<file path="src/rtl/flg_pkg.sv">
package flg_pkg;
  typedef enum logic [2:0] {
    ST_IDLE,
    ST_WR,
    ST_RA,
    ST_RB,
    ST_LA,
    ST_LB,
    ST_FIN
  } flg_state_e;
endpackage

</file>
<file path="src/rtl/flg_seq.sv">
module flg_seq
  import flg_pkg::*;
(
  input  logic       clk,
  input  logic       rst,
  input  logic       start,
  output flg_state_e state
);
  flg_state_e nxt;

  always_comb begin
    case (state)
      ST_IDLE: nxt = start ? ST_WR : ST_IDLE;
      ST_WR:   nxt = ST_RA;
      ST_RA:   nxt = ST_RB;
      ST_RB:   nxt = ST_LA;
      ST_LA:   nxt = ST_LB;
      ST_LB:   nxt = ST_FIN;
      default: nxt = ST_IDLE;
    endcase
  end

  always_ff @(posedge clk) begin
    if (rst) state <= ST_IDLE;
    else     state <= nxt;
  end

  AST_BUSY_IGNORES_STROBE: assert property (@(posedge clk) disable iff (rst)
    (state != ST_IDLE) |=> (state != ST_WR));
endmodule

</file>
<file path="src/rtl/flg_tap.sv">
module flg_tap #(
  parameter int ADDR_W = 16,
  parameter int MOD_W  = 16,
  parameter int FRAC_W = 8
) (
  input  logic [ADDR_W-1:0] wr_ptr,
  input  logic [MOD_W-1:0]  word,
  output logic [ADDR_W-1:0] addr_a,
  output logic [ADDR_W-1:0] addr_b,
  output logic [FRAC_W-1:0] frac
);
  localparam int INT_W = MOD_W - FRAC_W;

  logic [ADDR_W-1:0] whole;

  assign whole  = ADDR_W'(word[MOD_W-1:FRAC_W]);
  assign addr_a = wr_ptr - whole - ADDR_W'(1);
  assign addr_b = addr_a + ADDR_W'(1);
  assign frac   = word[FRAC_W-1:0];

  initial begin
    AST_TAP_WIDTH: assert (INT_W > 0 && INT_W <= ADDR_W);
  end
endmodule

</file>
<file path="src/rtl/flg_mac.sv">
module flg_mac #(
  parameter int SMP_W = 16,
  parameter int WT_W  = 8
) (
  input  logic [SMP_W-1:0] s_first,
  input  logic [SMP_W-1:0] s_second,
  input  logic [WT_W-1:0]  w,
  output logic [SMP_W-1:0] y
);
  localparam int PW = SMP_W + WT_W;

  logic signed [PW-1:0] e1, e2, w1, w2, sum;
  logic [WT_W-1:0] sum_lo_unused;

  assign e1  = {{WT_W{s_first[SMP_W-1]}},  s_first};
  assign e2  = {{WT_W{s_second[SMP_W-1]}}, s_second};
  assign w1  = {{SMP_W{1'b0}}, w};
  assign w2  = {{SMP_W{1'b0}}, ~w};
  assign sum = e1 * w1 + e2 * w2;
  assign {y, sum_lo_unused} = sum;
endmodule

</file>
<file path="src/rtl/counterphase_flanger.sv">
module counterphase_flanger
  import flg_pkg::*;
#(
  parameter int ADDR_W = 16,
  parameter int SMP_W  = 16,
  parameter int MOD_W  = 16,
  parameter int DEP_W  = 8
) (
  input  logic              clk,
  input  logic              rst,
  input  logic              smp_stb,
  input  logic [SMP_W-1:0]  in_left,
  input  logic [SMP_W-1:0]  in_right,
  input  logic [MOD_W-1:0]  mod_word,
  input  logic [DEP_W-1:0]  depth,
  output logic [ADDR_W-1:0] sram_addr,
  output logic              sram_we,
  output logic              sram_re,
  output logic [SMP_W-1:0]  sram_wdata,
  input  logic [SMP_W-1:0]  sram_rdata,
  output logic [SMP_W-1:0]  out_left,
  output logic [SMP_W-1:0]  out_right,
  output logic              out_valid
);
  localparam int FRAC_W = MOD_W - DEP_W;
  localparam int NTAP   = 2;

  flg_state_e st;
  logic [ADDR_W-1:0] wr_ptr;
  logic [SMP_W-1:0]  smp_q, hold_q, rpend_q, mac_y;
  logic [MOD_W-1:0]  mod_q;
  logic [DEP_W-1:0]  dep_q;
  logic [MOD_W-1:0]  tap_word [NTAP];
  logic [ADDR_W-1:0] tap_a [NTAP];
  logic [ADDR_W-1:0] tap_b [NTAP];
  logic [FRAC_W-1:0] tap_f [NTAP];
  logic [FRAC_W-1:0] mac_w;
  logic              in_right_unused;

  assign in_right_unused = ^in_right;

  flg_seq u_seq (
    .clk   (clk),
    .rst   (rst),
    .start (smp_stb),
    .state (st)
  );

  // tap 0 = right (modulation), tap 1 = left (complement)
  assign tap_word[0] = mod_q;
  assign tap_word[1] = {dep_q, {FRAC_W{1'b0}}} - mod_q;

  for (genvar g = 0; g < NTAP; g++) begin : g_tap
    flg_tap #(
      .ADDR_W (ADDR_W),
      .MOD_W  (MOD_W),
      .FRAC_W (FRAC_W)
    ) u_tap (
      .wr_ptr (wr_ptr),
      .word   (tap_word[g]),
      .addr_a (tap_a[g]),
      .addr_b (tap_b[g]),
      .frac   (tap_f[g])
    );
  end

  assign mac_w = (st == ST_FIN) ? tap_f[1] : tap_f[0];

  flg_mac #(
    .SMP_W (SMP_W),
    .WT_W  (FRAC_W)
  ) u_mac (
    .s_first  (hold_q),
    .s_second (sram_rdata),
    .w        (mac_w),
    .y        (mac_y)
  );

  always_comb begin
    sram_we    = (st == ST_WR);
    sram_re    = (st == ST_RA) || (st == ST_RB) || (st == ST_LA) || (st == ST_LB);
    sram_wdata = smp_q;
    case (st)
      ST_RA:   sram_addr = tap_a[0];
      ST_RB:   sram_addr = tap_b[0];
      ST_LA:   sram_addr = tap_a[1];
      ST_LB:   sram_addr = tap_b[1];
      default: sram_addr = wr_ptr;
    endcase
  end

  always_ff @(posedge clk) begin
    if (rst) begin
      wr_ptr    <= '0;
      smp_q     <= '0;
      mod_q     <= '0;
      dep_q     <= '0;
      hold_q    <= '0;
      rpend_q   <= '0;
      out_left  <= '0;
      out_right <= '0;
      out_valid <= 1'b0;
    end else begin
      out_valid <= 1'b0;
      if (st == ST_IDLE && smp_stb) begin
        smp_q  <= in_left;
        mod_q  <= mod_word;
        dep_q  <= depth;
        wr_ptr <= wr_ptr + ADDR_W'(1);
      end
      if (st == ST_RB || st == ST_LB) hold_q <= sram_rdata;
      if (st == ST_LA) rpend_q <= mac_y;
      if (st == ST_FIN) begin
        out_left  <= mac_y;
        out_right <= rpend_q;
        out_valid <= 1'b1;
      end
    end
  end

  AST_RW_EXCLUSIVE: assert property (@(posedge clk) disable iff (rst)
    !(sram_we && sram_re));
  AST_VALID_PULSE: assert property (@(posedge clk) disable iff (rst)
    out_valid |=> !out_valid);
  AST_OUT_HOLD: assert property (@(posedge clk) disable iff (rst)
    !out_valid |-> ($stable(out_left) && $stable(out_right)));
  AST_WPTR_STEP: assert property (@(posedge clk) disable iff (rst)
    !$stable(wr_ptr) |-> (wr_ptr == $past(wr_ptr) + ADDR_W'(1)));
  AST_WRITE_DATA: assert property (@(posedge clk) disable iff (rst)
    sram_we |-> (sram_wdata == $past(in_left)));
endmodule

</file>
<file path="config.mk">
export PLATFORM = sky130hd
export DESIGN_NAME = counterphase_flanger
export DESIGN_NICKNAME = d
export VERILOG_FILES = /design/src/rtl/flg_pkg.sv /design/src/rtl/flg_seq.sv /design/src/rtl/flg_tap.sv /design/src/rtl/flg_mac.sv /design/src/rtl/counterphase_flanger.sv
export SDC_FILE = /design/constraint.sdc
export NUM_CORES = 1
export LEC_CHECK = 0
export BUFFER_PORTS_ARGS = -buffer_cell sky130_fd_sc_hd__buf_2
export CAP_MARGIN = 25
export CORE_ASPECT_RATIO = 1.75
export CORE_UTILIZATION = 45
export CTS_CLUSTER_DIAMETER = 60
export DETAILED_ROUTE_END_ITERATION = 10
export MAX_ROUTING_LAYER = met4
export PLACE_DENSITY = 0.66
export SKIP_LAST_GASP = 1
export SLEW_MARGIN = 15
export SYNTH_ARGS = -nofsm -noshare
export SYNTH_HDL_FRONTEND = slang
export SYNTH_SLANG_ARGS = --single-unit
</file>
<file path="constraint.sdc">
create_clock -name clk -period 8.65 [get_ports clk]
set_input_delay 0 -clock clk [delete_from_list [all_inputs] [get_ports clk]]
set_output_delay 0 -clock clk [all_outputs]
set_load 0.05 [all_outputs]
</file>
# After elaboration in Yosys (flattened, before gate mapping)
# Index checks and enable logic that the tools add are counted.
# totals
input_bits	75
ff_bits	124
wordCells	39
out_inout_bits	67
# classes
bitwise	1
addsub	9
n_mux	5
eq_ne	6
mul	2
reduce_logical	6
# ops
cell	n
case mux 16 bit (4 select lines)	1
adder 16 x 1 -> 16 bit, second input constant	3
multiplier 16 x 9 -> 24 bit	2
subtractor 16 x 1 -> 16 bit, second input constant	2
subtractor 16 x 8 -> 16 bit	2
adder 24 bit	1
case mux 3 bit (6 select lines)	1
subtractor 16 bit	1
equality test 3 bit, second input constant	3
two-way mux 8 bit	1
inverter 8 bit	1
equality test 3 x 2 -> 1 bit, second input constant	2
logical OR 1 bit	4
equality test 3 x 1 -> 1 bit, second input constant	1
zero test 3 bit	1
two-way mux 1 bit	2
logical AND 1 bit	1

# Longest topological paths before layout
# logic_depth
depth_word	5
mapped_depth	32
depth_no_buf	29

# Modules after synthesis
# Synthesis repeated with hierarchy kept, for this count alone.
# hier_totals
cells_unflattened	2031
hier_area_um2	16888.7
# by_module_without_submodules
module	cells_each	area_per_inst_um2	seq_area_each_um2	instances
flg_mac	988	9110.0	0.0	1
counterphase_flanger	742	5601.6	2422.3	1
flg_tap	145	1032.2	0.0	2
flg_seq	11	112.6	60.1	1

# Worst setup path before layout
# Ideal clock, no wire load.
# synth_timing
path_type	register to register
from	register mod_q[0]
to	register out_left[14]
path_buffers	3
setup_ns	0.070
stages_incl_launch_ff	27
required_time_ns	8.580
period_less_slack_ns	7.323
setup_slack_ns	1.327
arrival_ns	7.253
cell_sequence	dfxtp_1 clkbuf_1 inv_1 buf_1 ha_1 mux2i_1 clkbuf_1 nand2_1 fa_1 inv_1 fa_1 inv_1 fa_1 inv_1 fa_1 fa_1 fa_1 ha_1 and3_1 a221oi_2 a211oi_1 o41ai_2 a311oi_1 o21a_1 o21a_1 or3_1 a21oi_1
# synth_between
elab_chain_cells	5
word_cells_on_any_way	6
classes_between	add/sub: 2; mul: 2; mux: 1; bitwise: 1
# synth_rtl
item	line	rtl
start, declared	counterphase_flanger.sv:31	logic [MOD_W-1:0] mod_q;
start signal, assigned	counterphase_flanger.sv:107	mod_q <= mod_word;
subtractor 16 bit	counterphase_flanger.sv:51	assign tap_word[1] = {dep_q, {FRAC_W{1'b0}}} - mod_q;
two-way mux 8 bit (*)	counterphase_flanger.sv:67	assign mac_w = (st == ST_FIN) ? tap_f[1] : tap_f[0];
inverter 8 bit	flg_mac.sv:18	assign w2 = {{SMP_W{1'b0}}, ~w};
multiplier 16 x 9 -> 24 bit	flg_mac.sv:19	assign sum = e1 * w1 + e2 * w2;
adder 24 bit (*)	flg_mac.sv:19	
end signal, assigned	counterphase_flanger.sv:114	out_left <= mac_y;
end, declared	counterphase_flanger.sv:21	output logic [SMP_W-1:0] out_left,
# Every way passes the cells marked *; elsewhere a longest branch is shown, timed or not.
# A chain may end at the register's enable or synchronous reset.

# Worst setup path after layout
# layout_timing
from	register u_seq.state[1]
to	register rpend_q[14]
# layout_between
elab_chain_cells	5
word_cells_on_any_way	7
classes_between	add/sub: 1; mul: 2; eq/ne: 2; mux: 1; bitwise: 1
# layout_rtl
item	line	rtl
start, declared	flg_seq.sv:7	output flg_state_e state
start signal, assigned	flg_seq.sv:25	else state <= nxt;
equality test 3 bit	counterphase_flanger.sv:67	
two-way mux 8 bit	counterphase_flanger.sv:67	
inverter 8 bit	flg_mac.sv:18	
multiplier 16 x 9 -> 24 bit	flg_mac.sv:19	
adder 24 bit	flg_mac.sv:19	
end signal, assigned	counterphase_flanger.sv:112	if (st == ST_LA) rpend_q <= mac_y;
end, declared	counterphase_flanger.sv:30	logic [SMP_W-1:0] smp_q, hold_q, rpend_q, mac_y;
# Parallel ways exist; a longest one is shown, timed or not.

==> impl_metrics.csv <==
group,metric,value,unit
layout,n_antenna_cell,0,
setup_path,start_kind,"flip-flop",
timing,finalSetupViolations,0,
setup_path,path_max_fanout,16,
pwr,power_per_cell_area,339,nW/um^2
timing,tightest_slew,1.04,ns
floorplanning,fp.dieH,250,um
drt,wirelength,46.8,mm
floorplanning,die_area,36100,um^2
pwr,ir_drop,270,uV
setup_path,arrival,8.28,ns
grt,grt-busiest-layer,"met2",
flow_run,cap_violations,0,
synthesis,async_reset_ff_frac,0,
drt,route.detailed.drc,0,
layout,nFillCells,3361,
drt,avgViaCountPerCell,5.32,
drt,vias,13400,
clock_tree,cts_tree,"yes",
layout,nets,2470,
setup_path,crit_family,"adder cells",
timing,relSlewSlack,0.299,
timing,tns,0,ns
grt,grt_max_degree,79,
placed_design,gp_congestion,0.985,
pwr,switching_share,0.525,
pwr,p_int,2.91,mW
timing,final-hold-violation-count,0,
clock_tree,root_buffer,"clkbuf_16",
clock_tree,htree_levels,4,
run_status,status,"finished clean",
placed_design,hpwl,37.3,mm
layout,layout_common_cells,"nand2_1, inv_1, fa_1",
setup_path,worst-path-buf-inv,4,
floorplanning,chipWidth,144,um
pwr,power_leakage,8.40,nW
synthesis,syn_area,15900,um^2
grt,gr-total-overflow,0,
clock_tree,cts_buffers,17,
pwr,power.share.clock,0.116,
timing,min_period,7.92,ns
synthesis,yosys.cell_types.count,80,
synthesis,avgSynthCellArea,8.26,um^2
clock_tree,ctsHoldBuffers,57,
grt,antenna_found_initial,0,
timing,fin_skew,0.0133,ns
floorplanning,pin_count,142,
synthesis,synthesis.nets,2341,
grt,grt_usage,0.287,
setup_path,critPathMaxStageDelay,0.70,ns
synthesis,syn_inst,1921,
setup_path,critPathKind,"flip-flop to flip-flop",
synthesis,synth-seq-cells,124,
floorplanning,num_rows,90,
clock_tree,post_cts_resize_count,0,
setup_path,slowest_stage,"dfxtp_1",
clock_tree,clock_latency,0.43,ns
clock_tree,clockBufferDepth,2,
pwr,seq_power_share,0.104,
layout,layout_commonest_cell,"nand2_1",
timing,holdWs,0.0458,ns
synthesis,ys_seq_area_frac,0.156,
floorplanning,core_area,34600,um^2
layout,drive_gt1_frac,0.101,
setup_path,crit_top_cell,"fa_1",
synthesis,synth_ff_type,"dfxtp_1",
grt,grt_pass1_wl,75.4,mm
timing,finalMaxSlewViolations,0,
layout,area_growth,13.6,%
grt,grt_util_met1,0.261,
timing,rsz0062_at_grt,"false",
grt,grt_pass1_vias,14500,
clock_tree,cts.clk_slew.worst_paths,0.06,ns
synthesis,yosysWarnings,0,
setup_path,endpoint_kind,"flip-flop",
floorplanning,start_util,0.459,
drt,antenna_left,0,
clock_tree,cts_setup_buffers,0,
timing,fin_crit_sh,0.916,
grt,gr-usage-met3,0.0451,
drt,drt_iter0_drc,486,
clock_tree,cts.sinks,124,
setup_path,cp.required,9.01,ns
placed_design,port_buffers,125,
pwr,combPwrFrac,0.780,
timing,max_freq,0.126,GHz
drt,firstDrtPassIters,5,
drt,drt-wirelength-per-cell,18.6,um
synthesis,synth_edf_count,0,
pwr,switchingPower,3.21,mW
grt,use_met2,0.535,
min_path,worstHoldPathType,"primary input to flip-flop",
[worst reg2reg max path: stages (launching register included)]
cell and delay, ns:
dfxtp_1 0.70, nand2_1 0.18, or2_2 0.38, nor2_1 0.20, xnor2_1 0.14, buf_4 0.27
nand2_1 0.11, fa_1 0.50, inv_1 0.06, fa_1 0.49, inv_1 0.05, fa_1 0.62
inv_1 0.07, fa_1 0.45, fa_1 0.51, fa_1 0.42, ha_1 0.31, and3_1 0.18
a221oi_2 0.44, a211oi_1 0.25, o41ai_2 0.43, a311oi_1 0.18, o21a_1 0.23, o21a_1 0.23
or3_1 0.32, a21oi_1 0.13
[layout make-up]
type,count,area (um^2),area share
multi-input cells,1378,11800,0.653
flip-flops and latches,124,2480,0.138
repair buffers,209,1430,0.0791
inverters,320,1200,0.0666
well taps,460,576,0.0319
clock buffers,23,458,0.0254
clock inverters,9,111,0.00618
[worst paths after layout]
kind                            slack [ns]  cells after the start           end      startpoint
worst min-delay path                  0.05                      2    wr_ptr[13]             rst
worst max-delay path                  0.73                     25   rpend_q[14]  u_seq.state[1]
worst max register to register        0.73                     25   rpend_q[14]  u_seq.state[1]
worst min register to register        0.45                      2  out_right[6]    out_right[6]
[power by group through the flow]
stage          Combinational (mW)  Sequential (mW)  Clock, mW
2_1_floorplan                3.26            0.659          0
3_3_place_gp                 4.69            0.645          0
3_5_place_dp                 4.74            0.646          0
4_1_cts                      4.83            0.634      0.725
5_1_grt                      5.34            0.638      0.750
6_report                     4.77            0.634      0.712
[cell usage after synthesis, drive strengths merged, types with 4 or more instances]
master / n / share of area
a21oi: 131 / 0.041
a31oi: 8 / 0.0041
a21o: 10 / 0.0047
or2: 5 / 0.0021
nand2b: 6 / 0.0024
ha: 107 / 0.084
and3: 5 / 0.0020
xor2: 35 / 0.019
o211ai: 5 / 0.0024
inv: 319 / 0.075
o21a: 11 / 0.0053
clkbuf: 79 / 0.021
fa: 238 / 0.30
nor2b: 40 / 0.016
a311oi: 5 / 0.0032
o21ai: 27 / 0.0088
a22oi: 6 / 0.0028
buf: 20 / 0.0068
a211oi: 10 / 0.0050
and4: 5 / 0.0031
nand3: 21 / 0.0066
dfxtp: 124 / 0.16
nor2: 95 / 0.022
nand2: 366 / 0.087
a2111oi: 4 / 0.0046
nor3b: 5 / 0.0024
and2: 91 / 0.036
nor3: 19 / 0.0060
or3: 7 / 0.0028
nand4: 4 / 0.0016
o221ai: 8 / 0.0044
mux2i: 10 / 0.0063
xnor2: 54 / 0.030
[registers in the layout, summed over array words and instances, names as in the netlist]
signal / flops
dep_q: 8
hold_q: 16
mod_q: 16
out_left: 16
out_right: 16
out_valid: 1
rpend_q: 16
sram_wdata: 16
u_seq.state: 3
wr_ptr: 16
[logic make-up after synthesis]
| kind of cell | count (synthesis) | synth area share |
|---|---|---|
| fa+ha+maj | 345 | 0.385 |
| mux | 11 | 0.00702 |
| flops | 124 | 0.156 |
| simple gates | 680 | 0.196 |
| buf+inv | 419 | 0.104 |
| xor+xnor | 89 | 0.0496 |
| compound gates | 253 | 0.103 |
[metrics by stage]
stage / area [um^2] / utilization / std cells / setup slack, ns / power [mW]
CTS: 18000 / 0.520 / 2520 / 0.692 / 6.18
global placement: 16800 / 0.487 / 2430 / 0.830 / 5.34
floorplan: 15900 / - / 1921 / 1.33 / 3.92
global route: 18000 / 0.521 / 2523 / 0.243 / 6.73
detailed placement: 16800 / 0.487 / 2431 / 0.728 / 5.39
finish: 18000 / 0.521 / 2523 / 0.726 / 6.12
[routing by layer]
| metal | part of all wire | up-vias |
|---|---|---|
| li1 | - | 6224 |
| met1 | 0.33 | 6679 |
| met2 | 0.56 | 354 |
| met3 | 0.035 | 159 |
| met4 | 0.072 | 0 |
| met5 | 0 | - |
Note: power is estimated with default switching activity, not from simulation.
